$ cat config.mk
export PLATFORM = sky130hd
export DESIGN_NAME = lat_history_ring
export DESIGN_NICKNAME = d
export VERILOG_FILES = /design/src/rtl/lat_hist_pkg.sv /design/src/rtl/lat_stamp_bank.sv /design/src/rtl/lat_hist_mem.sv /design/src/rtl/lat_rd_path.sv /design/src/rtl/lat_history_ring.sv
export SDC_FILE = /design/constraint.sdc
export NUM_CORES = 2
export LEC_CHECK = 0
export BUFFER_PORTS_ARGS = -buffer_cell sky130_fd_sc_hd__buf_2
export CAP_MARGIN = 20
export CORE_UTILIZATION = 32
export CTS_CLUSTER_DIAMETER = 30
export DETAILED_ROUTE_END_ITERATION = 16
export GPL_TIMING_DRIVEN = 0
export SLEW_MARGIN = 40
export SYNTH_ARGS = -nofsm -noshare
export SYNTH_HDL_FRONTEND = slang
export SYNTH_SLANG_ARGS = --single-unit
$ cat constraint.sdc
create_clock -name clk -period 11.3 [get_ports clk]
set_input_delay 2.26 -clock clk [delete_from_list [all_inputs] [get_ports clk]]
set_output_delay 2.26 -clock clk [all_outputs]
set_load 0.05 [all_outputs]
$ cat src/rtl/lat_hist_pkg.sv
package lat_hist_pkg;
  localparam int unsigned DEF_SRCS  = 16;
  localparam int unsigned DEF_DEPTH = 8;
  localparam int unsigned DEF_TS_W  = 32;

  // index width for a count of n items, at least one bit
  function automatic int unsigned idx_w(input int unsigned n);
    return (n > 1) ? $clog2(n) : 1;
  endfunction
endpackage

$ cat src/rtl/lat_stamp_bank.sv
module lat_stamp_bank #(
  parameter int unsigned NUM_SRC = 16,
  parameter int unsigned TS_W    = 32,
  parameter int unsigned IDX_W   = 4
) (
  input  logic                      clk,
  input  logic                      rst,
  input  logic [TS_W-1:0]           cycle_i,
  input  logic [NUM_SRC-1:0]        set_vec_i,
  input  logic [IDX_W-1:0]          sel_i,
  output logic [TS_W-1:0]           sel_stamp_o,
  output logic [NUM_SRC*TS_W-1:0]   stamps_o
);
  logic [TS_W-1:0] stamp_q [NUM_SRC];

  for (genvar s = 0; s < NUM_SRC; s++) begin : g_src
    always_ff @(posedge clk) begin
      if (rst)               stamp_q[s] <= '0;
      else if (set_vec_i[s]) stamp_q[s] <= cycle_i;
    end
    assign stamps_o[s*TS_W +: TS_W] = stamp_q[s];
  end

  // selected stamp seen by a take, value before this edge's updates
  always_comb begin
    sel_stamp_o = '0;
    for (int s = 0; s < NUM_SRC; s++) begin
      if (sel_i == IDX_W'(s)) sel_stamp_o = stamp_q[s];
    end
  end
endmodule

$ cat src/rtl/lat_hist_mem.sv
module lat_hist_mem #(
  parameter int unsigned DEPTH = 8,
  parameter int unsigned PTR_W = 3,
  parameter int unsigned IDX_W = 4,
  parameter int unsigned TS_W  = 32
) (
  input  logic             clk,
  input  logic             rst,
  input  logic             wr_en_i,
  input  logic [IDX_W-1:0] wr_src_i,
  input  logic [TS_W-1:0]  wr_raised_i,
  input  logic [TS_W-1:0]  wr_taken_i,
  output logic [PTR_W-1:0] wr_ptr_o,
  input  logic             rd_en_i,
  input  logic [PTR_W-1:0] rd_addr_i,
  output logic [IDX_W-1:0] rd_src_o,
  output logic [TS_W-1:0]  rd_raised_o,
  output logic [TS_W-1:0]  rd_taken_o,
  output logic             rd_vld_o
);
  localparam int unsigned WORD_W = IDX_W + 2*TS_W;
  localparam logic [PTR_W-1:0] LAST = PTR_W'(DEPTH-1);

  logic [WORD_W-1:0] ram [DEPTH];
  logic [WORD_W-1:0] rd_word_q;
  logic [DEPTH-1:0]  filled_q;
  logic [PTR_W-1:0]  wp_q;

  // storage without reset so it maps onto block RAM, read-before-write
  always_ff @(posedge clk) begin
    if (wr_en_i) ram[wp_q] <= {wr_src_i, wr_raised_i, wr_taken_i};
    if (rd_en_i) rd_word_q <= ram[rd_addr_i];
  end

  // occupancy flags and pointer live in flops and carry the reset
  always_ff @(posedge clk) begin
    if (rst) begin
      filled_q <= '0;
      wp_q     <= '0;
      rd_vld_o <= 1'b0;
    end else begin
      if (rd_en_i) rd_vld_o <= filled_q[rd_addr_i];
      if (wr_en_i) begin
        filled_q[wp_q] <= 1'b1;
        wp_q           <= (wp_q == LAST) ? '0 : wp_q + 1'b1;
      end
    end
  end

  assign wr_ptr_o    = wp_q;
  assign rd_src_o    = rd_word_q[WORD_W-1 -: IDX_W];
  assign rd_raised_o = rd_word_q[2*TS_W-1 -: TS_W];
  assign rd_taken_o  = rd_word_q[TS_W-1:0];
endmodule

$ cat src/rtl/lat_rd_path.sv
module lat_rd_path #(
  parameter int unsigned DEPTH = 8,
  parameter int unsigned PTR_W = 3,
  parameter int unsigned IDX_W = 4,
  parameter int unsigned TS_W  = 32
) (
  input  logic             clk,
  input  logic             rst,
  input  logic             rd_en_i,
  input  logic [PTR_W-1:0] rd_ofs_i,
  input  logic [PTR_W-1:0] wr_ptr_i,
  output logic [PTR_W-1:0] rd_addr_o,
  input  logic [IDX_W-1:0] m_src_i,
  input  logic [TS_W-1:0]  m_raised_i,
  input  logic [TS_W-1:0]  m_taken_i,
  input  logic             m_vld_i,
  output logic             rd_valid_o,
  output logic [IDX_W-1:0] rd_src_o,
  output logic [TS_W-1:0]  rd_raised_o,
  output logic [TS_W-1:0]  rd_taken_o,
  output logic [TS_W-1:0]  rd_lat_o,
  output logic             rd_end_o
);
  localparam int unsigned SUM_W = PTR_W + 2;

  logic [SUM_W-1:0] sum_w;
  logic             oob_w;
  logic             en_d1, oob_d1;
  logic [IDX_W-1:0] src_w;
  logic [TS_W-1:0]  raised_w, taken_w;

  // newest-first mapping: (write position - offset - 1) mod DEPTH
  always_comb begin
    oob_w = (32'(rd_ofs_i) >= DEPTH);
    sum_w = SUM_W'(wr_ptr_i) + SUM_W'(DEPTH - 1) - SUM_W'(rd_ofs_i);
    if (oob_w)                        rd_addr_o = '0;
    else if (sum_w >= SUM_W'(DEPTH))  rd_addr_o = PTR_W'(sum_w - SUM_W'(DEPTH));
    else                              rd_addr_o = PTR_W'(sum_w);
  end

  always_comb begin
    if (m_vld_i && !oob_d1) begin
      src_w    = m_src_i;
      raised_w = m_raised_i;
      taken_w  = m_taken_i;
    end else begin
      src_w    = '0;
      raised_w = '0;
      taken_w  = '0;
    end
  end

  always_ff @(posedge clk) begin
    if (rst) begin
      en_d1      <= 1'b0;
      oob_d1     <= 1'b0;
      rd_valid_o <= 1'b0;
      rd_src_o   <= '0;
      rd_raised_o <= '0;
      rd_taken_o <= '0;
      rd_lat_o   <= '0;
      rd_end_o   <= 1'b0;
    end else begin
      en_d1      <= rd_en_i;
      oob_d1     <= oob_w;
      rd_valid_o <= en_d1;
      if (en_d1) begin
        rd_src_o    <= src_w;
        rd_raised_o <= raised_w;
        rd_taken_o  <= taken_w;
        rd_lat_o    <= taken_w - raised_w;
        rd_end_o    <= (taken_w == '0);
      end
    end
  end
endmodule

$ cat src/rtl/lat_history_ring.sv
module lat_history_ring
  import lat_hist_pkg::*;
#(
  parameter int unsigned NUM_SRC = DEF_SRCS,
  parameter int unsigned DEPTH   = DEF_DEPTH,
  parameter int unsigned TS_W    = DEF_TS_W,
  localparam int unsigned IDX_W  = idx_w(NUM_SRC),
  localparam int unsigned PTR_W  = idx_w(DEPTH)
) (
  input  logic               clk,
  input  logic               rst,
  input  logic [TS_W-1:0]    cycle_i,
  input  logic [NUM_SRC-1:0] set_vec_i,
  input  logic               take_i,
  input  logic [IDX_W-1:0]   take_src_i,
  input  logic               rd_en_i,
  input  logic [PTR_W-1:0]   rd_ofs_i,
  output logic               rd_valid_o,
  output logic [IDX_W-1:0]   rd_src_o,
  output logic [TS_W-1:0]    rd_raised_o,
  output logic [TS_W-1:0]    rd_taken_o,
  output logic [TS_W-1:0]    rd_lat_o,
  output logic               rd_end_o
);
  logic [TS_W-1:0]         take_stamp;
  logic [NUM_SRC*TS_W-1:0] stamps_flat;
  logic [PTR_W-1:0]        wr_ptr, rd_addr;
  logic [IDX_W-1:0]        m_src;
  logic [TS_W-1:0]         m_raised, m_taken;
  logic                    m_vld;

  lat_stamp_bank #(.NUM_SRC(NUM_SRC), .TS_W(TS_W), .IDX_W(IDX_W)) u_stamps (
    .clk(clk), .rst(rst), .cycle_i(cycle_i), .set_vec_i(set_vec_i),
    .sel_i(take_src_i), .sel_stamp_o(take_stamp), .stamps_o(stamps_flat)
  );

  lat_hist_mem #(.DEPTH(DEPTH), .PTR_W(PTR_W), .IDX_W(IDX_W), .TS_W(TS_W)) u_mem (
    .clk(clk), .rst(rst),
    .wr_en_i(take_i), .wr_src_i(take_src_i), .wr_raised_i(take_stamp),
    .wr_taken_i(cycle_i), .wr_ptr_o(wr_ptr),
    .rd_en_i(rd_en_i), .rd_addr_i(rd_addr),
    .rd_src_o(m_src), .rd_raised_o(m_raised), .rd_taken_o(m_taken), .rd_vld_o(m_vld)
  );

  lat_rd_path #(.DEPTH(DEPTH), .PTR_W(PTR_W), .IDX_W(IDX_W), .TS_W(TS_W)) u_rd (
    .clk(clk), .rst(rst), .rd_en_i(rd_en_i), .rd_ofs_i(rd_ofs_i),
    .wr_ptr_i(wr_ptr), .rd_addr_o(rd_addr),
    .m_src_i(m_src), .m_raised_i(m_raised), .m_taken_i(m_taken), .m_vld_i(m_vld),
    .rd_valid_o(rd_valid_o), .rd_src_o(rd_src_o), .rd_raised_o(rd_raised_o),
    .rd_taken_o(rd_taken_o), .rd_lat_o(rd_lat_o), .rd_end_o(rd_end_o)
  );
endmodule

== After elaboration in Yosys (flattened, before gate mapping) ==
Memory sizes are Yosys's and may differ from the RTL's. A register that Yosys moved wholly into a read port is not among the register bits.
Cells that the tools add are included.

* Register bits after elaboration: 115
* Word-level logic and storage cells: 150
* Memory bits (writable): 1056
* Output and inout bits: 102
* Input port bits: 59
* Memories kept: 2

* Add/sub/neg operators: 5
* Bitwise gates (word level): 17
* Eq/ne operators: 16
* Multiplexer cells: 93
* Reductions and logical operators: 3
* Magnitude comparators: 4

{| class="wikitable"
|+ Memories
! memory !! depth !! width !! read ports !! clocked after memory_dff !! write ports !! line !! text
|-
| u_mem.ram || 8 || 68 || 1 || 1 || 1 || lat_hist_mem.sv:24 || <nowiki>logic [WORD_W-1:0] ram [DEPTH];</nowiki>
|-
| u_stamps.stamp_q || 16 || 32 || 16 || 0 || 16 || lat_stamp_bank.sv:14 || <nowiki>logic [TS_W-1:0] stamp_q [NUM_SRC];</nowiki>
|}

{| class="wikitable"
|+ Operators by type and width
! operator !! count
|-
| 2-to-1 mux 32 bit || 34
|-
| 2-to-1 mux 1 bit || 54
|-
| == test 4 bit (second input constant) || 8
|-
| logical NOT 32 bit || 1
|-
| subtractor 32 bit || 1
|-
| == test 4 x 3 -> 1 bit (second input constant) || 4
|-
| bitwise OR 1 bit || 16
|-
| == test 4 x 2 -> 1 bit (second input constant) || 2
|-
| < comparator 3 x 4 -> 1 bit (second input constant) || 2
|-
| bitwise OR 8 bit || 1
|-
| 2-to-1 mux 3 bit || 2
|-
| >= comparator 5 x 4 -> 1 bit (second input constant) || 1
|-
| subtractor 4 x 3 -> 5 bit || 1
|-
| adder 3 x 3 -> 4 bit (second input constant) || 1
|-
| == test 4 x 1 -> 1 bit (second input constant) || 1
|-
| logical NOT 4 bit || 1
|-
| 2-to-1 mux 4 bit || 1
|-
| adder 3 x 1 -> 3 bit (second input constant) || 1
|-
| binary-select mux 1 bit (select 3 bit) || 1
|-
| demux 1 bit (select 3 bit) || 1
|-
| == test 3 bit (second input constant) || 1
|-
| >= comparator 3 x 1 -> 1 bit (second input constant) || 1
|-
| subtractor 3 x 1 -> 3 bit (second input constant) || 1
|-
| logical AND 1 bit || 1
|}

== Longest topological paths before layout ==
* Word-level depth: 17
* Mapped depth: 15

== By module ==
Synthesis repeated with hierarchy kept, for this count alone.

* Cells, all modules: 3651
* Area total of the unflattened synthesis: 53666.5 µm²

{| class="wikitable"
|+ By module, submodules not included
! module !! area an instance (µm²) !! instances !! cells each !! sequential area each (µm²)
|-
| lat_stamp_bank || 24775.0 || 1 || 2014 || 15374.7
|-
| lat_hist_mem || 22992.1 || 1 || 910 || 18617.9
|-
| lat_rd_path || 5899.4 || 1 || 727 || 2062.0
|}

== Worst setup path before layout ==
No wires, ideal clock.

* Path kind: input -> register
* From: in take_i
* To: mem u_mem.ram[0][0] (netlist bit) (enable)
* Arrival: 7022 ps
* Library setup time: 580 ps
* Slack: 3698 ps
* Stages on the path: 2
* Path through: nand2b_1 > nor3_1

* Cells in the longest elaborated chain, start to end: 2

{| class="wikitable"
|+ Ends and longest elaborated chain
! what !! line !! text
|-
| from (decl) || lat_history_ring.sv:14 || <nowiki>input logic take_i,</nowiki>
|-
| 2-to-1 mux 1 bit || lat_hist_mem.sv:31 || <nowiki>if (wr_en_i) ram[wp_q] <= {wr_src_i, wr_raised_i, wr_taken_i};</nowiki>
|-
| 2-to-1 mux 1 bit (implied by the code) || lat_hist_mem.sv:31 ||
|-
| to (decl) || lat_hist_mem.sv:24 ||
|}

No other way between the ends.

== Final worst setup path ==
* From: in take_src_i[1]
* To: mem u_mem.ram[0][49] (netlist bit), data pin

* Cells in the longest elaborated chain, start to end: 17
* Elaborated cells between the ends (all ways): 32
* Classes of those cells: eq/ne (15); mux (16); reduce/logical (1)

{| class="wikitable"
|+ Ends and longest elaborated chain
! what !! line !! text
|-
| from (decl) || lat_history_ring.sv:15 || <nowiki>input logic [IDX_W-1:0] take_src_i,</nowiki>
|-
| logical NOT 4 bit || lat_stamp_bank.sv:28 || <nowiki>if (sel_i == IDX_W'(s)) sel_stamp_o = stamp_q[s];</nowiki>
|-
| 2-to-1 mux 32 bit (15 in a row) || lat_stamp_bank.sv:28 ||
|-
| 2-to-1 mux 32 bit (*) || lat_stamp_bank.sv:28 ||
|-
| named net take_stamp[17] || lat_history_ring.sv:25 || <nowiki>logic [TS_W-1:0] take_stamp;</nowiki>
|}

Mark *: on every way through the listed nets, which the timed path passes. The rest lies on a longest branch.

==> summary.txt <==
Route
  • Routed WL: 139000 um
  • Vias: 30500
  • Via/cell ratio: 5.05
  • Routed length per instance: 23.0 um
  • Iter 0 DRT Violations: 2918
  • Drt pass-1 iters: 6
  • DRC Markers: 0
  • Antenna-violating nets left: 0

Power and ir drop
  • Worst VDD drop: 0.170 mV
  • Overall power: 13.1 mW
  • Leakage: 22.7 nW
  • P per Cell Area: 207 mW/mm^2

Floorplanning
  • Die Ht: approximately 400 um
  • Die Area: 0.162 mm^2
  • Core Region: 0.159 mm^2
  • Die X: 403 um
  • I/O Pins: ~160
  • Row cnt: between 100 and 150
  • Starting Density: 32.4%

Synth
  • Gate Count Post-Synth: 3348
  • Main combinational cell family by area after synthesis: simple AND/OR/NAND/NOR gates
  • Mapped Area: 0.0514 mm^2
  • Synth Area in Simple Gates: 10.7%
  • Post-synth EDFFs: roughly 1100
  • Post-synthesis mux area share: 10.1%
  • Syn_nets: 3443
  • Fraction of registers with async set/reset: 0%
  • Synth Register Bits: 1239
  • Number of distinct library cells after synthesis: 63
  • Register area share after synthesis: a little over two thirds
  • Compound-Gate Fraction of Synth Area: 5.89%
  • Yosys warnings: 0
  • Adder-Cell Fraction of Synth Area: 0.905%
  • Top_reg_cell synth: edfxtp_1
  • Post-Syn Area per Cell: 15.4 um^2
  • Xor-xnor portion of the synthesized cell area: 0.477%

Setup path
  • CP max FO: 13
  • Startpoint types: primary input
  • Crit path kind: primary input to flop
  • WP data arrival: about 5700 ps
  • Worst Path Required: 11700 ps
  • CP Capture Type: flop

Run status
  • Status: completed

Timing
  • Setup TNS Final: 0 ps
  • Crit share post-route: a little under half
  • Skew final: around 30 ps
  • Headroom to the max-slew limit: 34.7%
  • Count of final setup violators: 0
  • Unrepaired setup endpoints after global routing: no
  • Worst Tran Pin Value: a little under 1000 ps
  • Max Slew Vio Count: 0
  • Fmax: 0.187 GHz
  • Final worst-path setup slack: 5960 ps
  • Final Hold Viols: 0
  • Final Critical Period: 5340 ps
  • WHS: 465 ps

Placement
  • DP Area: 0.0560 mm^2
  • Final Wtd Congestion: 0.931
  • Dpl ws: 5310 ps
  • DP HPWL: 97000 um
  • Input/output buffers: 160

Layout
  • Register area: about 0.036 mm^2
  • Multi-input combinational cell area: 0.0146 mm^2
  • Cell area after layout: ~0.063 mm^2
  • Layout cells sized above 1: approximately 22%
  • Fillcell total: 14500
  • Nets: 3876
  • P&R area growth vs syn: 22.9%

GRT
  • Total Routing Usage GR: 16.8%
  • Vias in the first global route: 30200
  • Global-route wire length before repair: between 200000 and 250000 um
  • Largest net degree at the start of global routing: 61
  • Initial antenna violation count: 12
  • GRT overflow: 0

Clocking
  • CTS tree: done
  • H-tree lvl count: 4
  • CTS root buffer: clkbuf_16
  • Hold Buf Count CTS: 0
  • Total CTS buffers: 207
  • Clk slew on worst S/H paths: 50 ps
  • CTS max path bufs: 3
  • Post-CTS sizing: 0
  • Post-CTS setup buffer count: 0
  • TritonCTS Sinks: 1239
  • Worst skew pair latency: 800 ps

Min path
  • Min-delay worst type: flop to flop

Run
  • Max cap viols: 0
area by class of cell:
| type | instances | area share, % |
|---|---|---|
| buffer | 229 | 1.45 |
| antenna | 4 | 0.0158 |
| clock inverter | 141 | 2.70 |
| timing repair buffer | 224 | 2.87 |
| sequential | 1239 | 57.0 |
| tap | 2072 | 4.10 |
| clock buffer | 244 | 8.66 |
| multi-input combinational | 1867 | 23.1 |
| inverter | 13 | 0.0772 |
cells in the final DEF, fill, tap and decap left out, types with 15 or more instances in the layout:
master      synthesis  layout
a211o_1            25      25
a211oi_1           19      15
a21oi_1           145     143
a222oi_1           23      23
a22o_1             27      27
a22oi_1            33      33
and2_1            547     547
buf_16              0      23
buf_2              13     195
buf_4               2      20
bufinv_16           0      30
clkbuf_1          189     210
clkbuf_16           0     213
clkinv_1            0      18
clkinv_2            0      29
clkinvlp_4          0      25
dfxtp_1           115     115
edfxtp_1         1124    1124
ha_1               34      34
inv_6               0      19
mux2_2             95      95
mux2i_1           103     103
mux4_2            138     138
nand2_1           140     140
nand3_1            43      43
nor2_1            205     199
nor2b_1            26      26
o21ai_0            44      44
o221ai_1           23      23
o22ai_1            38      38
xnor2_1            17      17
kinds of logic after synthesis:
kind of cell / count (synthesis)
multiplexers: 336
buffers and inverters: 242
adder cells (fa/ha/maj): 36
AND/OR/NAND/NOR: 1025
AO/OA/AOI/OAI: 442
flip-flops: 1239
XOR/XNOR: 28
critical path, stage by stage:
cell,delay (ps)
buf_2,400
buf_2,380
buf_4,310
buf_2,390
buf_2,360
mux2i_1,220
o22ai_1,100
a21oi_1,170
a21oi_1,100
a221oi_1,500
nand3_1,480
power by group:
| part | switching, mW | leakage [nW] | total (mW) | internal [mW] |
|---|---|---|---|---|
| clock network | 2.26 | 3.44 | 6.41 | 4.16 |
| registers | 0.0939 | 12.1 | 5.42 | 5.33 |
| logic | 0.794 | 7.22 | 1.25 | 0.456 |
synthesized netlist by cell type (34+ instances only):
master / n / area, um^2
and2_1: 547 / 3420
mux4_2: 138 / 3110
clkbuf_1: 189 / 709
dfxtp_1: 115 / 2300
nand3_1: 43 / 215
edfxtp_1: 1124 / 33800
a21oi_1: 145 / 726
nor2_1: 205 / 769
mux2i_1: 103 / 1030
mux2_2: 95 / 1070
nand2_1: 140 / 526
o22ai_1: 38 / 238
ha_1: 34 / 425
o21ai_0: 44 / 220
state kept, by name (all words and copies together), names as in the netlist:
| signal | flops |
|---|---|
| u_mem.filled_q | 8 |
| u_mem.ram | 544 |
| u_mem.rd_vld_o | 1 |
| u_mem.rd_word_q | 68 |
| u_mem.wr_ptr_o | 3 |
| u_rd.en_d1 | 1 |
| u_rd.rd_end_o | 1 |
| u_rd.rd_lat_o | 32 |
| u_rd.rd_raised_o | 32 |
| u_rd.rd_src_o | 4 |
| u_rd.rd_taken_o | 32 |
| u_rd.rd_valid_o | 1 |
| u_stamps.stamp_q | 512 |
worst paths after layout:
check                             from                   end  slack (ps)  depth (start not counted)
setup / recovery         take_src_i[1]      u_mem.ram[0][49]        5960                         11
hold / removal    u_rd.rd_raised_o[28]  u_rd.rd_raised_o[28]         470                          2
setup reg to reg        u_mem.rd_vld_o     u_rd.rd_lat_o[20]        6610                         15
hold reg to reg   u_rd.rd_raised_o[28]  u_rd.rd_raised_o[28]         470                          2
per-layer routing:
metal  global-route usage (%)  routed length (um)  vias to the layer above  share of wire [%]
met2                     25.9               62600                     1203                 45
li1                         -                   -                    13600                  -
met1                     23.5               61900                    15400                 45
met4                     4.90                3010                        2                2.2
met5                        0                   7                        -             0.0050
met3                     4.17               11100                      209                8.0
per-stage QoR:
| step | std cells | utilization [%] |
|---|---|---|
| 6_report | 6033 | 39.8 |
| 5_1_grt | 6029 | 39.8 |
| 4_1_cts | 6028 | 39.7 |
| 3_5_place_dp | 5643 | 35.2 |
| 3_3_place_gp | 5580 | 34.5 |
| 2_1_floorplan | 3348 | - |
No activity file was read; power rests on OpenSTA's default activity.
